## config.mk

```make
export PLATFORM = sky130hd
export DESIGN_NAME = switch_start_seq
export DESIGN_NICKNAME = d
export VERILOG_FILES = /design/src/rtl/ssq_pkg.sv /design/src/rtl/ssq_enable_qual.sv /design/src/rtl/ssq_us_timer.sv /design/src/rtl/ssq_mult_sel.sv /design/src/rtl/ssq_phase_fsm.sv /design/src/rtl/switch_start_seq.sv
export SDC_FILE = /design/constraint.sdc
export NUM_CORES = 1
export LEC_CHECK = 0
export CAP_MARGIN = 25
export CORE_MARGIN = 2
export CORE_UTILIZATION = 55
export CTS_CLUSTER_DIAMETER = 30
export CTS_CLUSTER_SIZE = 40
export DETAILED_ROUTE_END_ITERATION = 10
export DONT_BUFFER_PORTS = 1
export PLACE_DENSITY = 0.66
export SETUP_SLACK_MARGIN = 0.05
export SYNTH_ARGS = -nofsm -noshare
export SYNTH_HDL_FRONTEND = slang
export SYNTH_SLANG_ARGS = --single-unit
```

## constraint.sdc

```tcl
create_clock -name clk -period 2.65 [get_ports clk]
set_input_delay 0.1325 -clock clk [delete_from_list [all_inputs] [get_ports clk]]
set_output_delay 0.1325 -clock clk [all_outputs]
set_load 0.01 [all_outputs]
```

## src/rtl/ssq_pkg.sv

```systemverilog
package ssq_pkg;

   typedef enum logic [2:0] {
      PH_IDLE     = 3'd0,
      PH_DEBOUNCE = 3'd1,
      PH_GATE_DLY = 3'd2,
      PH_RAMP     = 3'd3,
      PH_ON       = 3'd4,
      PH_LOCKOUT  = 3'd5
   } ssq_phase_e;

   localparam logic [1:0] MULT_1X   = 2'b00;
   localparam logic [1:0] MULT_1P5X = 2'b01;
   localparam logic [1:0] MULT_2X   = 2'b10;

endpackage

```

## src/rtl/ssq_enable_qual.sv

```systemverilog
module ssq_enable_qual (
   input  logic clk,
   input  logic rst_n,
   input  logic hv_en_n,
   input  logic lv_en,
   input  logic in_uv_ok,
   input  logic in_ov,
   output logic run_ok,
   output logic retoggle
);

   logic prev_hv_n;
   logic prev_lv;
   logic prev_uv;
   logic pair_on;

   // only the pair (hv_en_n=1, lv_en=0) requests the switch off
   assign pair_on = !hv_en_n || lv_en;
   assign run_ok  = pair_on && in_uv_ok && !in_ov;

   always_ff @(posedge clk or negedge rst_n) begin
      if (!rst_n) begin
         prev_hv_n <= 1'b1;
         prev_lv   <= 1'b0;
         prev_uv   <= 1'b0;
      end else begin
         prev_hv_n <= hv_en_n;
         prev_lv   <= lv_en;
         prev_uv   <= in_uv_ok;
      end
   end

   assign retoggle = (hv_en_n != prev_hv_n) || (lv_en != prev_lv) || (in_uv_ok != prev_uv);

   // an off pair never leaves the qualification true
   p_off_pair_blocks_r1: assert property (@(posedge clk) disable iff (!rst_n)
      (hv_en_n && !lv_en) |-> !run_ok);

endmodule

```

## src/rtl/ssq_us_timer.sv

```systemverilog
module ssq_us_timer #(
   parameter int MAX_US = 1200000,
   parameter int CNT_W  = $clog2(MAX_US + 1)
) (
   input  logic             clk,
   input  logic             rst_n,
   input  logic             clr,
   input  logic             tick,
   output logic [CNT_W-1:0] cnt
);

   localparam logic [CNT_W-1:0] CNT_MAX = CNT_W'(MAX_US);

   always_ff @(posedge clk or negedge rst_n) begin
      if (!rst_n) begin
         cnt <= '0;
      end else if (clr) begin
         cnt <= '0;
      end else if (tick && (cnt != CNT_MAX)) begin
         cnt <= cnt + 1'b1;
      end
   end

   // the elapsed count saturates and never wraps
   p_no_overflow_r6: assert property (@(posedge clk) disable iff (!rst_n)
      (cnt == CNT_MAX && !clr) |=> (cnt == CNT_MAX));

endmodule

```

## src/rtl/ssq_mult_sel.sv

```systemverilog
module ssq_mult_sel
   import ssq_pkg::*;
#(
   parameter int         INIT_US   = 24000,
   parameter logic [1:0] INIT_MULT = MULT_2X,
   parameter int         CNT_W     = 21
) (
   input  logic             gate_on,
   input  logic [CNT_W-1:0] cnt,
   output logic [1:0]       mult
);

   generate
      if (INIT_US == 0) begin : g_no_window
         logic unused_cnt;
         assign unused_cnt = ^cnt;
         assign mult = MULT_1X;
      end else begin : g_window
         localparam logic [CNT_W-1:0] WIN_END = CNT_W'(INIT_US);
         assign mult = (gate_on && (cnt < WIN_END)) ? INIT_MULT : MULT_1X;
      end
   endgenerate

endmodule

```

## src/rtl/ssq_phase_fsm.sv

```systemverilog
module ssq_phase_fsm
   import ssq_pkg::*;
#(
   parameter int DEB_US      = 1200,
   parameter int GATE_DLY_US = 200,
   parameter int TIMEOUT_US  = 1200000,
   parameter int CNT_W       = 21
) (
   input  logic             clk,
   input  logic             rst_n,
   input  logic             tick,
   input  logic             run_ok,
   input  logic             retoggle,
   input  logic             restart_req,
   input  logic             out_uv_ok,
   input  logic             out_charged,
   input  logic [CNT_W-1:0] cnt,
   output ssq_phase_e       phase,
   output logic             cnt_clr,
   output logic             start_done
);

   localparam logic [CNT_W-1:0] DEB_LAST = CNT_W'(DEB_US - 1);
   localparam logic [CNT_W-1:0] DLY_LAST = CNT_W'(GATE_DLY_US - 1);
   localparam logic [CNT_W-1:0] TO_LAST  = CNT_W'(TIMEOUT_US - 1);

   ssq_phase_e phase_nxt;
   logic       done_nxt;
   logic       last_tick;

   always_comb begin
      phase_nxt = phase;
      done_nxt  = 1'b0;
      last_tick = 1'b0;
      if (phase == PH_LOCKOUT) begin
         if (retoggle) phase_nxt = PH_IDLE;
      end else if (!run_ok || restart_req) begin
         phase_nxt = PH_IDLE;
      end else begin
         case (phase)
            PH_IDLE:     phase_nxt = out_uv_ok ? PH_GATE_DLY : PH_DEBOUNCE;
            PH_DEBOUNCE: if (tick && cnt == DEB_LAST) phase_nxt = PH_GATE_DLY;
            PH_GATE_DLY: if (tick && cnt == DLY_LAST) phase_nxt = PH_RAMP;
            PH_RAMP: begin
               last_tick = tick && (cnt == TO_LAST);
               if (out_charged) begin
                  phase_nxt = PH_ON;
                  done_nxt  = 1'b1;
               end else if (last_tick) begin
                  phase_nxt = PH_LOCKOUT;
               end
            end
            default: phase_nxt = phase;
         endcase
      end
   end

   // the elapsed count keeps running from ramp into on for the window
   assign cnt_clr = (phase_nxt != phase) && !(phase == PH_RAMP && phase_nxt == PH_ON);

   always_ff @(posedge clk or negedge rst_n) begin
      if (!rst_n) begin
         phase      <= PH_IDLE;
         start_done <= 1'b0;
      end else begin
         phase      <= phase_nxt;
         start_done <= done_nxt;
      end
   end

   // the strobe lasts one clock and only follows the ramp phase
   p_done_single_r7: assert property (@(posedge clk) disable iff (!rst_n)
      start_done |=> !start_done);
   p_done_from_ramp_r7: assert property (@(posedge clk) disable iff (!rst_n)
      start_done |-> ($past(phase) == PH_RAMP && phase == PH_ON));
   // output already up means no debounce
   p_skip_debounce_r3: assert property (@(posedge clk) disable iff (!rst_n)
      (phase == PH_IDLE && run_ok && !restart_req && out_uv_ok) |=> (phase == PH_GATE_DLY));
   // lockout holds until a level change
   p_lockout_holds_r6: assert property (@(posedge clk) disable iff (!rst_n)
      (phase == PH_LOCKOUT && !retoggle) |=> (phase == PH_LOCKOUT));
   // restart or loss of qualification returns to idle
   p_back_to_idle_r8: assert property (@(posedge clk) disable iff (!rst_n)
      (phase != PH_LOCKOUT && (!run_ok || restart_req)) |=> (phase == PH_IDLE));

endmodule

```

## src/rtl/switch_start_seq.sv

```systemverilog
module switch_start_seq
   import ssq_pkg::*;
#(
   parameter int         DEB_US      = 1200,
   parameter int         GATE_DLY_US = 200,
   parameter int         INIT_US     = 24000,
   parameter int         TIMEOUT_US  = 1200000,
   parameter logic [1:0] INIT_MULT   = MULT_2X
) (
   input  logic       clk,
   input  logic       rst_n,
   input  logic       tick_us,
   input  logic       hv_en_n,
   input  logic       lv_en,
   input  logic       in_uv_ok,
   input  logic       in_ov,
   input  logic       out_uv_ok,
   input  logic       out_charged,
   input  logic       restart_req,
   output logic       gate_en,
   output logic [1:0] ilim_mult,
   output logic       start_done
);

   localparam int CNT_W = $clog2(TIMEOUT_US + 1);

   generate
      if (DEB_US < 1 || GATE_DLY_US < 1 || TIMEOUT_US < 2) begin : g_bad_len
         $error("switch_start_seq: intervals must be at least one tick");
      end
      if (DEB_US > TIMEOUT_US || GATE_DLY_US > TIMEOUT_US || INIT_US > TIMEOUT_US) begin : g_bad_order
         $error("switch_start_seq: no interval may exceed the startup timeout");
      end
      if (INIT_MULT > MULT_2X) begin : g_bad_mult
         $error("switch_start_seq: INIT_MULT must be 1x, 1.5x or 2x");
      end
   endgenerate

   logic             run_ok;
   logic             retoggle;
   logic             cnt_clr;
   logic [CNT_W-1:0] cnt;
   ssq_phase_e       phase;

   ssq_enable_qual u_qual (
      .clk      (clk),
      .rst_n    (rst_n),
      .hv_en_n  (hv_en_n),
      .lv_en    (lv_en),
      .in_uv_ok (in_uv_ok),
      .in_ov    (in_ov),
      .run_ok   (run_ok),
      .retoggle (retoggle)
   );

   ssq_us_timer #(
      .MAX_US (TIMEOUT_US),
      .CNT_W  (CNT_W)
   ) u_timer (
      .clk   (clk),
      .rst_n (rst_n),
      .clr   (cnt_clr),
      .tick  (tick_us),
      .cnt   (cnt)
   );

   ssq_phase_fsm #(
      .DEB_US      (DEB_US),
      .GATE_DLY_US (GATE_DLY_US),
      .TIMEOUT_US  (TIMEOUT_US),
      .CNT_W       (CNT_W)
   ) u_fsm (
      .clk         (clk),
      .rst_n       (rst_n),
      .tick        (tick_us),
      .run_ok      (run_ok),
      .retoggle    (retoggle),
      .restart_req (restart_req),
      .out_uv_ok   (out_uv_ok),
      .out_charged (out_charged),
      .cnt         (cnt),
      .phase       (phase),
      .cnt_clr     (cnt_clr),
      .start_done  (start_done)
   );

   assign gate_en = (phase == PH_RAMP) || (phase == PH_ON);

   ssq_mult_sel #(
      .INIT_US   (INIT_US),
      .INIT_MULT (INIT_MULT),
      .CNT_W     (CNT_W)
   ) u_mult (
      .gate_on (gate_en),
      .cnt     (cnt),
      .mult    (ilim_mult)
   );

   // the off pair turns the gate off on the next clock
   p_gate_off_pair_r1: assert property (@(posedge clk) disable iff (!rst_n)
      (hv_en_n && !lv_en) |=> !gate_en);
   // the gate only rises out of the delay phase
   p_gate_after_delay_r4: assert property (@(posedge clk) disable iff (!rst_n)
      $rose(gate_en) |-> ($past(phase) == PH_GATE_DLY));
   // the multiplier returns to unit when the gate drops
   p_unit_mult_off_r5: assert property (@(posedge clk) disable iff (!rst_n)
      $fell(gate_en) |-> (ilim_mult == MULT_1X));

endmodule

```

## Word level (Yosys, flattened, before mapping)

Cells that the tools add are included.

- Output and inout bits: 4
- Flip-flop bits (word level): 28
- Word-level logic and storage cells: 58

- Mux-type cells: 16
- $lt $le $gt $ge: 1
- Reductions and logical operators: 20
- Equal/unequal tests: 14
- $add $sub $neg: 1

Operators by type and width:

| operator | count |
|---|---|
| two-way mux 21 bit | 2 |
| adder 21 x 1 -> 21 bit (second input constant) | 1 |
| equality test 21 x 11 -> 1 bit (second input constant) | 1 |
| equality test 21 bit (second input constant) | 1 |
| equality test 21 x 8 -> 1 bit (second input constant) | 1 |
| < comparator 21 x 15 -> 1 bit (second input constant) | 1 |
| two-way mux 3 bit | 7 |
| != test 21 bit (second input constant) | 1 |
| one-hot mux 3 bit (4 select lines) | 1 |
| equality test 3 bit (second input constant) | 3 |
| logical AND 1 bit | 9 |
| equality test 3 x 2 -> 1 bit (second input constant) | 2 |
| logical OR 1 bit | 5 |
| zero test 1 bit | 4 |
| two-way mux 1 bit | 4 |
| two-way mux 2 bit | 2 |
| equality test 3 x 1 -> 1 bit (second input constant) | 1 |
| zero test 3 bit | 1 |
| != test 1 bit | 3 |
| != test 3 bit | 1 |
| nonzero test 2 bit | 1 |

## Logic depth before layout (Yosys ltp)

Gate-level depths: netlist of the first run.

- Depth in word-level cells: 13
- Mapped depth: 8
- Mapped depth without buffers: 7

## Hierarchy

A second synthesis of the first run with hierarchy kept.

- Cell total of the unflattened synthesis: 209
- Area, all modules: 1,881.8 sq um

Modules (own cells, without submodules):

| module | times used | sequential area each (sq um) | area each (sq um) | cells an instance |
|---|---|---|---|---|
| ssq_us_timer | 1 | 525.5 | 1,188.6 | 127 |
| ssq_phase_fsm | 1 | 100.1 | 484.2 | 62 |
| ssq_enable_qual | 1 | 76.3 | 126.4 | 9 |
| ssq_mult_sel | 1 | 0.0 | 60.1 | 8 |
| switch_start_seq | 1 | 0.0 | 22.5 | 3 |

## Least setup slack after synthesis of the first run

Ideal clock, no wire load.

- Kind: flip-flop to flip-flop
- Start point: register u_timer.cnt[13]
- End point: register u_timer.cnt[0]
- Cell stages (with the launch flop): 8
- Clock period less this slack: 2.072 ns
- Arrival: 1.956 ns
- Required time: 2.534 ns
- Buffers on the path: 1
- Slack: 0.578 ns
- Path through: dfrtp_1 -> or3_1 -> or4_4 -> o32ai_1 -> a31oi_1 -> nand3_2 -> buf_6 -> nor2_1

- Longest elaborated chain between the ends: 12
- Elaborated cells on any way between the ends: 22
- Classes of those cells: eq/ne (6); mux (8); reduce/logical (8)

Ends and longest elaborated chain:

| what | RTL line | text |
|---|---|---|
| start, declared | ssq_us_timer.sv:9 | `output logic [CNT_W-1:0] cnt` |
| start signal, assigned | ssq_us_timer.sv:20 | `cnt <= cnt + 1'b1;` |
| equality test 21 bit | ssq_phase_fsm.sv:45 | `last_tick = tick && (cnt == TO_LAST);` |
| logical AND 1 bit | ssq_phase_fsm.sv:45 |  |
| two-way mux 3 bit | ssq_phase_fsm.sv:49 | `end else if (last_tick) begin` |
| two-way mux 3 bit | ssq_phase_fsm.sv:46 | `if (out_charged) begin` |
| one-hot mux 3 bit (4 select lines) | ssq_phase_fsm.sv:40 | `case (phase)` |
| two-way mux 3 bit | ssq_phase_fsm.sv:37 | `end else if (!run_ok \|\| restart_req) begin` |
| two-way mux 3 bit | ssq_phase_fsm.sv:35 | `if (phase == PH_LOCKOUT) begin` |
| equality test 3 bit | ssq_phase_fsm.sv:59 | `assign cnt_clr = (phase_nxt != phase) && !(phase == PH_RAMP && phase_nxt == PH_ON);` |
| logical AND 1 bit | ssq_phase_fsm.sv:59 |  |
| zero test 1 bit | ssq_phase_fsm.sv:59 |  |
| logical AND 1 bit | ssq_phase_fsm.sv:59 |  |
| two-way mux 21 bit / nonzero test 2 bit (equally long branches) | - |  |

Several ways; a longest one is shown, not always the timed one.
A chain may end at the register's enable or synchronous reset.

## Final worst setup path of the first run

- Start point: register u_timer.cnt[13]
- End point: register u_timer.cnt[15]

The elaborated chain is that of the path after synthesis.

==> flow_summary.yaml, run 1 <==
placement:
  place_area_um2: 1810
  placement.io_buffers: 0
  gp_congestion: 0.846
  place_hpwl_mm: 2.78
  placement.setup.worst_slack_ns: 0.298
grt:
  maximum_number_of_pins_on_one_net_before_global_route_repair: 29
  globalRouteTotalUtil_pct: 23.9
  grt_pass1_vias: 1520
  initial_antenna_violation_count: 0
  grt_pass1_wl_mm: 6.76
  globalRoute.totalOverflow: 0
sta:
  fmax_mhz: 423
  max-slew-margin-rel_pct: 53.8
  finalCritPeriodShare_pct: 89.2
  rsz0062_at_grt: "no"
  hold_viol_final: 0
  final_critical_path_setup_slack_ns: 0.285
  setup-tns-final_ns: 0
  slew_violations: 0
  final_worst_clock_skew_ns: 0.00329
  min_period_ns: 2.36
  hold-worst-slack_ns: 0.0257
  final_setup_viols: 0
  worst_slew_pin_slew_ns: 0.687
yosys:
  synth.yosys.seq_area_share_pct: 39.0
  synth_cells: 220
  mappedNetlistArea_um2: 1800
  synth.ff_latch_count: 28
  synthArstFlopShare_pct: 100
  syn-mean-instance-area_um2: 8.19
  synthesis.yosys.warnings: 0
  number_of_flops_mapped_to_enable_cells_by_yosys: 0
  synth_cell_type_count: 41
  synth_ff_type: "sky130_fd_sc_hd__dfrtp_1"
  synth_fp_nets: 232
floorplanning:
  num_rows: 20
  die_span_y_um: 61.2
  floorplan.io_pins: 14
  design.core.area_um2: 3080
  die_area_um2: 3750
  die_w_um: 61.2
  initial_core_util_pct: 58.5
critical_path:
  critPathCaptureType: "register"
  cp_max_fo: 21
  cp.arrival_ns: 2.58
  timing.critical_path.cells: "or3_1 > or4_4 > o32ai_1 > a31oi_1 > nand3_2 > nor2_1"
  timing.critical_path.required_ns: 2.87
  worst_setup_path_start_kind: "register"
  crit_slowest_cell: "sky130_fd_sc_hd__or4_4"
  timing_worst_setup_path_type: "register to register"
  biggest_cell_delay_along_the_critical_path_ns: 0.56
run_status:
  status: "complete, no violations"
clock_network:
  cts.htree.levels: 1
  clkTransAtPathRegs_ns: 0.14
  cts_tree: "built"
  cts-buffers-inserted: 3
  postCtsResizedCells: 0
  post-cts-setup-buffers: 0
  max-clock-path-buffers: 2
  clock_sink_total: 28
  insertion_delay_ns: 0.33
  root_buffer: "sky130_fd_sc_hd__clkbuf_4"
job:
  max-cap-violations: 0
detailed_routing:
  detailedRoute.firstIterationViolations: 129
  ant_nets: 0
  detailroute.via_count: 1535
  detail_route.wl_per_cell_um: 14.4
  drt_wl_total_mm: 3.79
  route.detailed.vias_per_inst: 5.81
  number_of_drc_violations_after_detailed_routing: 0
  drt_pre_antenna_iters: 4
final_layout:
  n_antenna_cell: 0
  postLayoutCellArea_um2: 1910
  layout-area-overhead-vs-synth_pct: 6.11
  layout-drive-gt1-share_pct: 6.36
  finalNetCount: 233
power:
  p_per_area_nw_per_um2: 478
  sw_frac_of_total_pct: 30.2
  p_leak_nw: 0.781
  p_sw_mw: 0.276
  totalPowerFinal_mw: 0.913
  logic_pwr_share_pct: 20.6
  power_frac_clock_pct: 22.8
  vdd.ir_drop.worst_v: 0.000242
  internal_power_mw: 0.637
  power.share.sequential_pct: 56.6
hold_path:
  hold_path.class: "input port to register"
## layout by cell type, fill, tap and decap left out, types with 3 or more instances in the layout
master                          instances
sky130_fd_sc_hd__xnor2_1               21
sky130_fd_sc_hd__or3_1                  4
sky130_fd_sc_hd__nor2_1                30
sky130_fd_sc_hd__o22ai_1                3
sky130_fd_sc_hd__or2_2                  3
sky130_fd_sc_hd__clkbuf_4               3
sky130_fd_sc_hd__a21oi_1                4
sky130_fd_sc_hd__nand2b_1               5
sky130_fd_sc_hd__nand2_1               36
sky130_fd_sc_hd__inv_1                  6
sky130_fd_sc_hd__nand4_1               12
sky130_fd_sc_hd__o21ai_0                5
sky130_fd_sc_hd__nor3_1                 9
sky130_fd_sc_hd__dlygate4sd3_1          5
sky130_fd_sc_hd__nand3_1                7
sky130_fd_sc_hd__and3_1                 4
sky130_fd_sc_hd__dfrtp_1               27
## logic make-up after synthesis
logic type	synth area share, %
flip-flops	39.0
multiplexers	0.556
other	0.208
AND/OR/NAND/NOR	33.7
AO/OA/AOI/OAI	9.10
adder cells (fa/ha/maj)	1.39
XOR/XNOR	11.2
buffers and inverters	4.93
## repair_timing
| action | 4_1_cts | 5_1_grt |
|---|---|---|
| hold buffers | 6 | 0 |
| hold endpoints to repair | 32 | 0 |
| setup endpoints to repair | 0 | 0 |
## synth_stat cells (all sizes together) (2+ instances only)
library cell	count	area share [%]
nor4	2	0.69
a21oi	4	1.1
nand2	36	7.5
clkbuf	7	1.5
o22ai	3	1.0
o2111ai	2	0.97
nor3b	2	0.83
o21ai	5	1.4
a31oi	2	0.69
nand4b	2	0.97
dfrtp	27	38
nor2	30	6.3
buf	5	2.2
nand3b	2	0.83
inv	6	1.2
o31ai	3	1.5
nand3	8	2.5
nand4	12	4.2
xor2	2	0.97
ha	2	1.4
xnor2	21	10
and3	4	1.4
o32ai	2	0.97
nand2b	5	1.7
nor3	9	2.5
or2	3	1.0
or3	4	1.4
## per-stage QoR
step / std cells / utilization (%)
after floorplan: 220 / -
after global placement: 254 / 58.7
after detailed placement: 254 / 58.7
after CTS: 264 / 62.1
after global routing: 264 / 62.1
final: 264 / 62.1
## registers in the layout, summed over array words and instances (netlist names)
signal / flops
u_timer.cnt: 21
u_qual.prev_lv: 1
u_fsm.phase: 3
u_qual.prev_hv_n: 1
u_qual.prev_uv: 1
u_fsm.start_done: 1
## area by class of cell
class,count,area [µm²]
flip-flops and latches,28,702
multi-input cells,174,1010
inverters,6,22.5
well taps,44,55.1
fillers,272,1170
clock buffers,4,36.3
repair buffers,8,85.1
## worst max-delay path: cells and delay by family (launching register included)
family             cells  cell delay [ns]
AOI/OAI and AO/OA      2             0.38
DFF                    1             0.48
and+or+nand+nor        4             1.40
## power groups by stage
stage | clock [mW] | sequential (mW) | combinational, mW
final | 0.208 | 0.517 | 0.188
after global routing | 0.231 | 0.524 | 0.217
after CTS | 0.215 | 0.516 | 0.190
after detailed placement | 0 | 0.525 | 0.169
after global placement | 0 | 0.522 | 0.158
after floorplan | 0 | 0.510 | 0.146
## final timing paths
path / start / to / slack [ns] / cells after the start
worst max-delay path: u_timer.cnt[13] / u_timer.cnt[15] / 0.29 / 6
worst max register to register: u_timer.cnt[13] / u_timer.cnt[15] / 0.29 / 6
worst min-delay path: out_uv_ok / u_fsm.phase[1] / 0.03 / 2
max in group asynchronous: rst_n / u_qual.prev_hv_n / 2.20 / 2
worst min register to register: u_timer.cnt[20] / u_timer.cnt[20] / 0.61 / 3
min in group asynchronous: rst_n / u_timer.cnt[1] / 0.22 / 2
## per-layer routing
layer / track usage [%] / share of wire (%) / up-vias
met5: 0 / 0 / -
met4: 9.94 / 2.6 / 0
met3: 2.52 / 4.6 / 12
met2: 39.5 / 47 / 52
met1: 32.1 / 45 / 715
li1: - / - / 756
No activity file was read; power rests on OpenSTA's default activity.
==> inputs of run 2 (changes only) <==
--- a/config.mk
+++ b/config.mk
@@ -6,13 +6,16 @@
 export NUM_CORES = 1
 export LEC_CHECK = 0
 export CAP_MARGIN = 25
+export CELL_PAD_IN_SITES_DETAIL_PLACEMENT = 0
+export CELL_PAD_IN_SITES_GLOBAL_PLACEMENT = 1
 export CORE_MARGIN = 2
-export CORE_UTILIZATION = 55
+export CORE_UTILIZATION = 47
 export CTS_CLUSTER_DIAMETER = 30
-export CTS_CLUSTER_SIZE = 40
+export CTS_CLUSTER_SIZE = 14
 export DETAILED_ROUTE_END_ITERATION = 10
 export DONT_BUFFER_PORTS = 1
-export PLACE_DENSITY = 0.66
+export GPL_TIMING_DRIVEN = 0
+export PLACE_DENSITY = 0.74
 export SETUP_SLACK_MARGIN = 0.05
 export SYNTH_ARGS = -nofsm -noshare
 export SYNTH_HDL_FRONTEND = slang
==> run 2 against run 1 <==
  * Clock power up 29%
  * First-iteration DRC count up 78%
  * Non-clock buffer count up 9
  * Critical path depth up 1
  * Cell area up 3.4%
  * Cell count up 4.9%
  * Sequential share of layout area down 1.2 points
  * Wire length up 14%
  * Via count up 4.1%
  * Register-to-register slack better by 0.02 ns
  * Global-route usage down 1.7 points
  * Highest routed layer unchanged
==> flow_summary.yaml, run 2 (synthesis results as in run 1) <==
sta:
  min_period_ns: 2.35
  max-slew-margin-rel_pct: 48.6
  hold_viol_final: 0
  finalCritPeriodShare_pct: 88.6
  final_setup_viols: 0
  worst_slew_pin_slew_ns: 0.765
  setup-tns-final_ns: 0
  rsz0062_at_grt: "no"
  slew_violations: 0
  final_worst_clock_skew_ns: 0.0146
  fmax_mhz: 426
critical_path:
  r2r-start: "u_timer.cnt[13]"
  timing_worst_setup_path_type: "register to register"
  timing.reg2reg.worst_path_depth: 7
  reg2reg_to: "u_timer.cnt[16]"
  critPathCaptureType: "register"
  cp_max_fo: 10
  worst_setup_path_start_kind: "register"
  timing.critical_path.required_ns: 2.82
  regToRegSetupSlack_ns: 0.30
  cp.arrival_ns: 2.52
clock_network:
  post-cts-setup-buffers: 0
  root_buffer: "sky130_fd_sc_hd__clkbuf_8"
  cts-buffers-inserted: 3
  clkTransAtPathRegs_ns: 0.11
  max-clock-path-buffers: 2
  insertion_delay_ns: 0.28
  cts.htree.levels: 1
  postCtsResizedCells: 0
  hold_buffers: 5
  clock_sink_total: 28
  cts_tree: "built"
placement:
  placement.io_buffers: 0
  place_area_um2: 1860
  placed_cells_incl_taps: 268
  gp_congestion: 0.855
  place_hpwl_mm: 3.21
job:
  max-cap-violations: 0
final_layout:
  finalNonFillerCells: 277
  registers_with_the_highest_flip_flop_counts: "u_timer.cnt (21), u_fsm.phase (3)"
  layout.cells.most_common: "sky130_fd_sc_hd__nand2_1"
  layout-drive-gt1-share_pct: 7.42
  final_core_util_pct: 54.0
  fill_cells: 353
  register_containing_the_most_flip_flops_in_the_final_layout: "u_timer.cnt"
  max_ffs_per_register: 21
  postLayoutCellArea_um2: 1980
  layout-area-overhead-vs-synth_pct: 9.72
  n_antenna_cell: 0
  finalNetCount: 242
  layout_common_cells: "sky130_fd_sc_hd__nand2_1, sky130_fd_sc_hd__nor2_1, sky130_fd_sc_hd__dfrtp_1, sky130_fd_sc_hd__xnor2_1, sky130_fd_sc_hd__nand4_1"
detailed_routing:
  detailedRoute.firstIterationViolations: 229
  route.detailed.vias_per_inst: 5.77
  drt_wl_total_mm: 4.31
  detail_route.wl_per_cell_um: 15.5
  drt_pre_antenna_iters: 4
  ant_nets: 0
  detailroute.via_count: 1598
  number_of_drc_violations_after_detailed_routing: 0
hold_path:
  hold_path.class: "input port to register"
  hold_path.startpoint: "out_charged"
  worstHoldEndpoint: "u_fsm.start_done"
  worst_hold_path.num_cells: 2
floorplanning:
  die_span_y_um: 65.9
  initial_core_util_pct: 49.2
  num_rows: 22
  floorplan.io_pins: 14
  die_w_um: 65.9
  design.core.area_um2: 3660
  die_area_um2: 4340
grt:
  globalRoute.totalOverflow: 0
  grt_pass1_wl_mm: 7.47
  initial_antenna_violation_count: 0
  maximum_number_of_pins_on_one_net_before_global_route_repair: 29
  globalRouteTotalUtil_pct: 22.2
  grt_pass1_vias: 1667
run_status:
  status: "complete, no violations"
power:
  vdd.ir_drop.worst_v: 0.000223
  p_leak_nw: 0.806
  totalPowerFinal_mw: 0.979
  p_per_area_nw_per_um2: 495
## run 2: cell types whose count changed in the layout (fill, tap and decap cells not counted), sizes merged
cell         previous run  this run
clkbuf                  4        11
dlygate4sd3             5         4
buf                     3         6
## run 2: worst max-delay path: stages, from the launching register on
cell and delay [ns]:
sky130_fd_sc_hd__dfrtp_1 0.47, sky130_fd_sc_hd__or3_1 0.44, sky130_fd_sc_hd__or4_4 0.59, sky130_fd_sc_hd__o32ai_1 0.28, sky130_fd_sc_hd__a31oi_1 0.09, sky130_fd_sc_hd__nand3_2 0.16, sky130_fd_sc_hd__buf_6 0.16, sky130_fd_sc_hd__nor2_1 0.05
## run 2: where the power goes
group / total, mW / switching [mW] / internal [mW] / leakage [nW]
clock: 0.269 / 0.136 / 0.133 / 0.0288
combinational: 0.194 / 0.101 / 0.0934 / 0.399
sequential: 0.516 / 0.0532 / 0.463 / 0.378
## run 2: metal layers
layer  GRT usage (%)  share of wire [%]  wire length, µm
met1            27.5                 45             1920
met2            39.0                 49             2120
met3            3.24                5.1              221
met4            8.07               0.95               41
met5               0                  0                0
## run 2: metrics by stage
step                hold WS (ns)  worst slack (ns)
global route              0.0252             0.196
global placement          -0.162             0.381
CTS                       0.0300             0.328
detailed placement        -0.162             0.346
floorplan                 -0.163             0.578
finish                    0.0368             0.301
## run 2: cell type report
type                       count  area [µm²]  area share (%)
multi-input combinational    174        1010            51.1
sequential                    28         702            35.5
buffer                        12        66.3            3.35
timing repair buffer           5        60.1            3.04
tap                           48        60.1            3.04
clock buffer                   4        55.1            2.78
inverter                       6        22.5            1.14
## run 2: worst max-delay path by stage
stage | from | end | slack [ns] | cells after the start
after global placement | u_timer.cnt[13] | u_timer.cnt[16] | 0.38 | 7
final | u_timer.cnt[13] | u_timer.cnt[16] | 0.30 | 7
after floorplan | u_timer.cnt[13] | u_timer.cnt[0] | 0.58 | 7
after CTS | u_timer.cnt[13] | u_timer.cnt[13] | 0.33 | 7
after global routing | u_timer.cnt[13] | u_timer.cnt[4] | 0.20 | 7
after detailed placement | u_timer.cnt[13] | u_timer.cnt[13] | 0.35 | 7
==> inputs of run 3 (changes only) <==
--- a/config.mk
+++ b/config.mk
@@ -5,17 +5,17 @@
 export SDC_FILE = /design/constraint.sdc
 export NUM_CORES = 1
 export LEC_CHECK = 0
+export ABC_AREA = 1
 export CAP_MARGIN = 25
 export CELL_PAD_IN_SITES_DETAIL_PLACEMENT = 0
 export CELL_PAD_IN_SITES_GLOBAL_PLACEMENT = 1
-export CORE_MARGIN = 2
-export CORE_UTILIZATION = 47
+export CORE_UTILIZATION = 46
 export CTS_CLUSTER_DIAMETER = 30
 export CTS_CLUSTER_SIZE = 14
 export DETAILED_ROUTE_END_ITERATION = 10
 export DONT_BUFFER_PORTS = 1
 export GPL_TIMING_DRIVEN = 0
-export PLACE_DENSITY = 0.74
+export PLACE_DENSITY = 0.75
 export SETUP_SLACK_MARGIN = 0.05
 export SYNTH_ARGS = -nofsm -noshare
 export SYNTH_HDL_FRONTEND = slang
==> run 3 against run 2 <==
  * Synthesized cell count up 26%
  * Sequential power down 6.0%
  * Register-to-register slack better by 0.26 ns
  * Die area up 5.3%
  * Fmax up 12%
  * Critical path depth up 8
  * Critical endpoint is now u_timer.cnt[3]
  * Non-clock buffer count down 7
  * Count of clock-buffer cells in the layout unchanged
  * Setup slack better by 0.26 ns
  * Largest cell class unchanged
  * Largest power group unchanged
  * Via count up 5.1%
==> flow_summary.yaml, run 3 <==
yosys:
  synth.ff_latch_count: 28
  number_of_flops_mapped_to_enable_cells_by_yosys: 0
  mappedNetlistArea_um2: 1980
  cells_taking_the_most_area_after_synthesis: "sky130_fd_sc_hd__dfrtp_1, sky130_fd_sc_hd__nand2_1, sky130_fd_sc_hd__a21oi_2, sky130_fd_sc_hd__nor2_1, sky130_fd_sc_hd__inv_1"
  yosysMostFrequentCell: "sky130_fd_sc_hd__nand2_1"
  synth.yosys.seq_area_share_pct: 35.4
  synth.top_cell.area_share_pct: 34.1
  synth_cell_type_count: 31
  synthArstFlopShare_pct: 100
  synthesis.yosys.warnings: 0
  synth.largest_area_cell: "sky130_fd_sc_hd__dfrtp_1"
  synth_fp_nets: 289
  synth_ff_type: "sky130_fd_sc_hd__dfrtp_1"
  synth.cells.most_frequent: "sky130_fd_sc_hd__nand2_1, sky130_fd_sc_hd__nor2_1, sky130_fd_sc_hd__inv_1, sky130_fd_sc_hd__dfrtp_1, sky130_fd_sc_hd__a21oi_2"
  syn-mean-instance-area_um2: 7.15
  synth_cells: 277
critical_path:
  path_delay_family: "simple AND/OR/NAND/NOR gates"
  timing.critical_path.cells: "ha_1 > nand2_2 > nor2_4 > nand2_1 > nor2_1 > nand2_1 > nand3_1 > nand3_1 > nand2_1 > nand2_1 > nand2_1 > inv_2 > nand3_2 > buf_6 > a21oi_2"
  reg2reg_to: "u_timer.cnt[3]"
  critPathCaptureType: "register"
  timing_worst_setup_path_type: "register to register"
  path_common_cell: "sky130_fd_sc_hd__nand2_1"
  biggest_cell_delay_along_the_critical_path_ns: 0.42
  crit_buf_inv: 2
  cp_max_fo: 10
  r2r-start: "u_timer.cnt[0]"
  worst_setup_path_start_kind: "register"
  cp.arrival_ns: 2.25
  regToRegSetupSlack_ns: 0.56
  timing.critical_path.required_ns: 2.82
  crit_slowest_cell: "sky130_fd_sc_hd__dfrtp_1"
  timing.reg2reg.worst_path_depth: 15
placement:
  gp_congestion: 0.811
  place_area_um2: 2040
  place_hpwl_mm: 3.48
  placement.io_buffers: 0
clock_network:
  clock_sink_total: 28
  cts.htree.levels: 1
  max-clock-path-buffers: 2
  cts-buffers-inserted: 3
  post-cts-setup-buffers: 0
  root_buffer: "sky130_fd_sc_hd__clkbuf_8"
  cts_tree: "built"
  clkTransAtPathRegs_ns: 0.10
  insertion_delay_ns: 0.28
final_layout:
  register_containing_the_most_flip_flops_in_the_final_layout: "u_timer.cnt"
  fill_cells: 423
  layout_common_cells: "sky130_fd_sc_hd__nand2_1, sky130_fd_sc_hd__nor2_1, sky130_fd_sc_hd__inv_1, sky130_fd_sc_hd__dfrtp_1, sky130_fd_sc_hd__a21oi_2"
  finalNetCount: 299
  max_ffs_per_register: 21
  layout.cells.most_common: "sky130_fd_sc_hd__nand2_1"
  registers_with_the_highest_flip_flop_counts: "u_timer.cnt (21), u_fsm.phase (3)"
  layout-drive-gt1-share_pct: 17.5
  layout-area-overhead-vs-synth_pct: 8.46
  n_antenna_cell: 0
  postLayoutCellArea_um2: 2150
floorplanning:
  design.core.area_um2: 4060
  floorplan.io_pins: 14
  num_rows: 23
  die_w_um: 67.6
  die_span_y_um: 67.6
  initial_core_util_pct: 48.8
  die_area_um2: 4580
grt:
  globalRoute.totalOverflow: 0
  grt_pass1_wl_mm: 7.42
  initial_antenna_violation_count: 0
  globalRouteTotalUtil_pct: 22.5
  grt_pass1_vias: 1550
  maximum_number_of_pins_on_one_net_before_global_route_repair: 29
detailed_routing:
  detailroute.via_count: 1680
  detailedRoute.firstIterationViolations: 88
  ant_nets: 0
  number_of_drc_violations_after_detailed_routing: 0
  route.detailed.vias_per_inst: 5.00
  drt_pre_antenna_iters: 4
  detail_route.wl_per_cell_um: 13.7
  drt_wl_total_mm: 4.60
sta:
  min_period_ns: 2.09
  hold_viol_final: 0
  final_worst_clock_skew_ns: 0.00219
  fmax_mhz: 479
  slew_violations: 0
  worst_slew_pin_slew_ns: 0.548
  final_setup_viols: 0
  setup-tns-final_ns: 0
  finalCritPeriodShare_pct: 78.8
  rsz0062_at_grt: "no"
  max-slew-margin-rel_pct: 63.2
power:
  p_leak_nw: 0.976
  vdd.ir_drop.worst_v: 0.000359
  p_per_area_nw_per_um2: 423
hold_path:
  hold_path.startpoint: "out_charged"
  hold_path.class: "input port to register"
  worst_hold_path.num_cells: 2
  worstHoldEndpoint: "u_fsm.start_done"
job:
  max-cap-violations: 0
run_status:
  status: "complete, no violations"
-- run 3: cell types whose count changed after synthesis, sizes merged, moves of 12 or more --
cell | previous run | this run
inv | 6 | 41
nand2 | 36 | 71
a21oi | 4 | 24
xnor2 | 21 | 2
nor2 | 30 | 43
xor2 | 2 | 14
-- run 3: through the flow --
step                worst slack (ns)  hold slack [ns]  cells  power, mW  util (%)
floorplan                      0.898           -0.163    277      0.617         -
global placement               0.542           -0.163    327      0.649      50.4
finish                         0.561           0.0322    336      0.909      53.0
CTS                            0.559           0.0284    336      0.915      53.0
detailed placement             0.586           -0.163    327      0.650      50.4
global route                   0.326           0.0506    336      0.960      53.0
-- run 3: worst max path at each step --
| stage | startpoint | end | slack (ns) | depth (start not counted) |
|---|---|---|---|---|
| after floorplan | u_timer.cnt[0] | u_timer.cnt[0] | 0.90 | 15 |
| after global placement | u_timer.cnt[0] | u_timer.cnt[18] | 0.54 | 15 |
| after detailed placement | u_timer.cnt[0] | u_timer.cnt[5] | 0.59 | 15 |
| after CTS | u_timer.cnt[0] | u_timer.cnt[3] | 0.56 | 15 |
| after global routing | u_timer.cnt[0] | u_timer.cnt[3] | 0.33 | 15 |
| final | u_timer.cnt[0] | u_timer.cnt[3] | 0.56 | 15 |
-- run 3: area by class of cell --
class	count	area, µm²	share of cell area (%)
Clock buffer	4	45.0	2.10
Buffer	5	40.0	1.86
Inverter	41	154	7.16
Multi-Input combinational cell	203	1090	50.5
Timing Repair Buffer	5	60.1	2.79
Tap cell	50	62.6	2.91
Sequential cell	28	702	32.7
-- run 3: cells by family after synthesis --
logic type                 synth area share, %
AOI/OAI and AO/OA                         12.2
other                                    0.189
DFF                                       35.4
buffers and inverters                     9.79
and+or+nand+nor                           34.1
adders and majority gates                 1.26
xor gates and xnor gates                  7.07
-- run 3: repair_timing --
item | CTS | global route
resized for setup | 0 | 0
endpoints found under the hold margin | 31 | 0
hold buffers | 5 | 0
endpoints found under the setup margin | 0 | 0
-- run 3: per-layer routing --
metal	share of wire [%]	track usage, %	vias up
met5	0	0	-
met4	1.2	6.38	0
met3	2.5	2.87	5
met2	44	34.0	17
met1	53	33.1	771
li1	-	-	887
-- run 3: power breakdown --
group	switching (mW)	total, mW	internal (mW)	leakage, nW
combinational	0.105	0.175	0.0700	0.575
sequential	0.0301	0.485	0.455	0.379
clock	0.141	0.249	0.108	0.0228
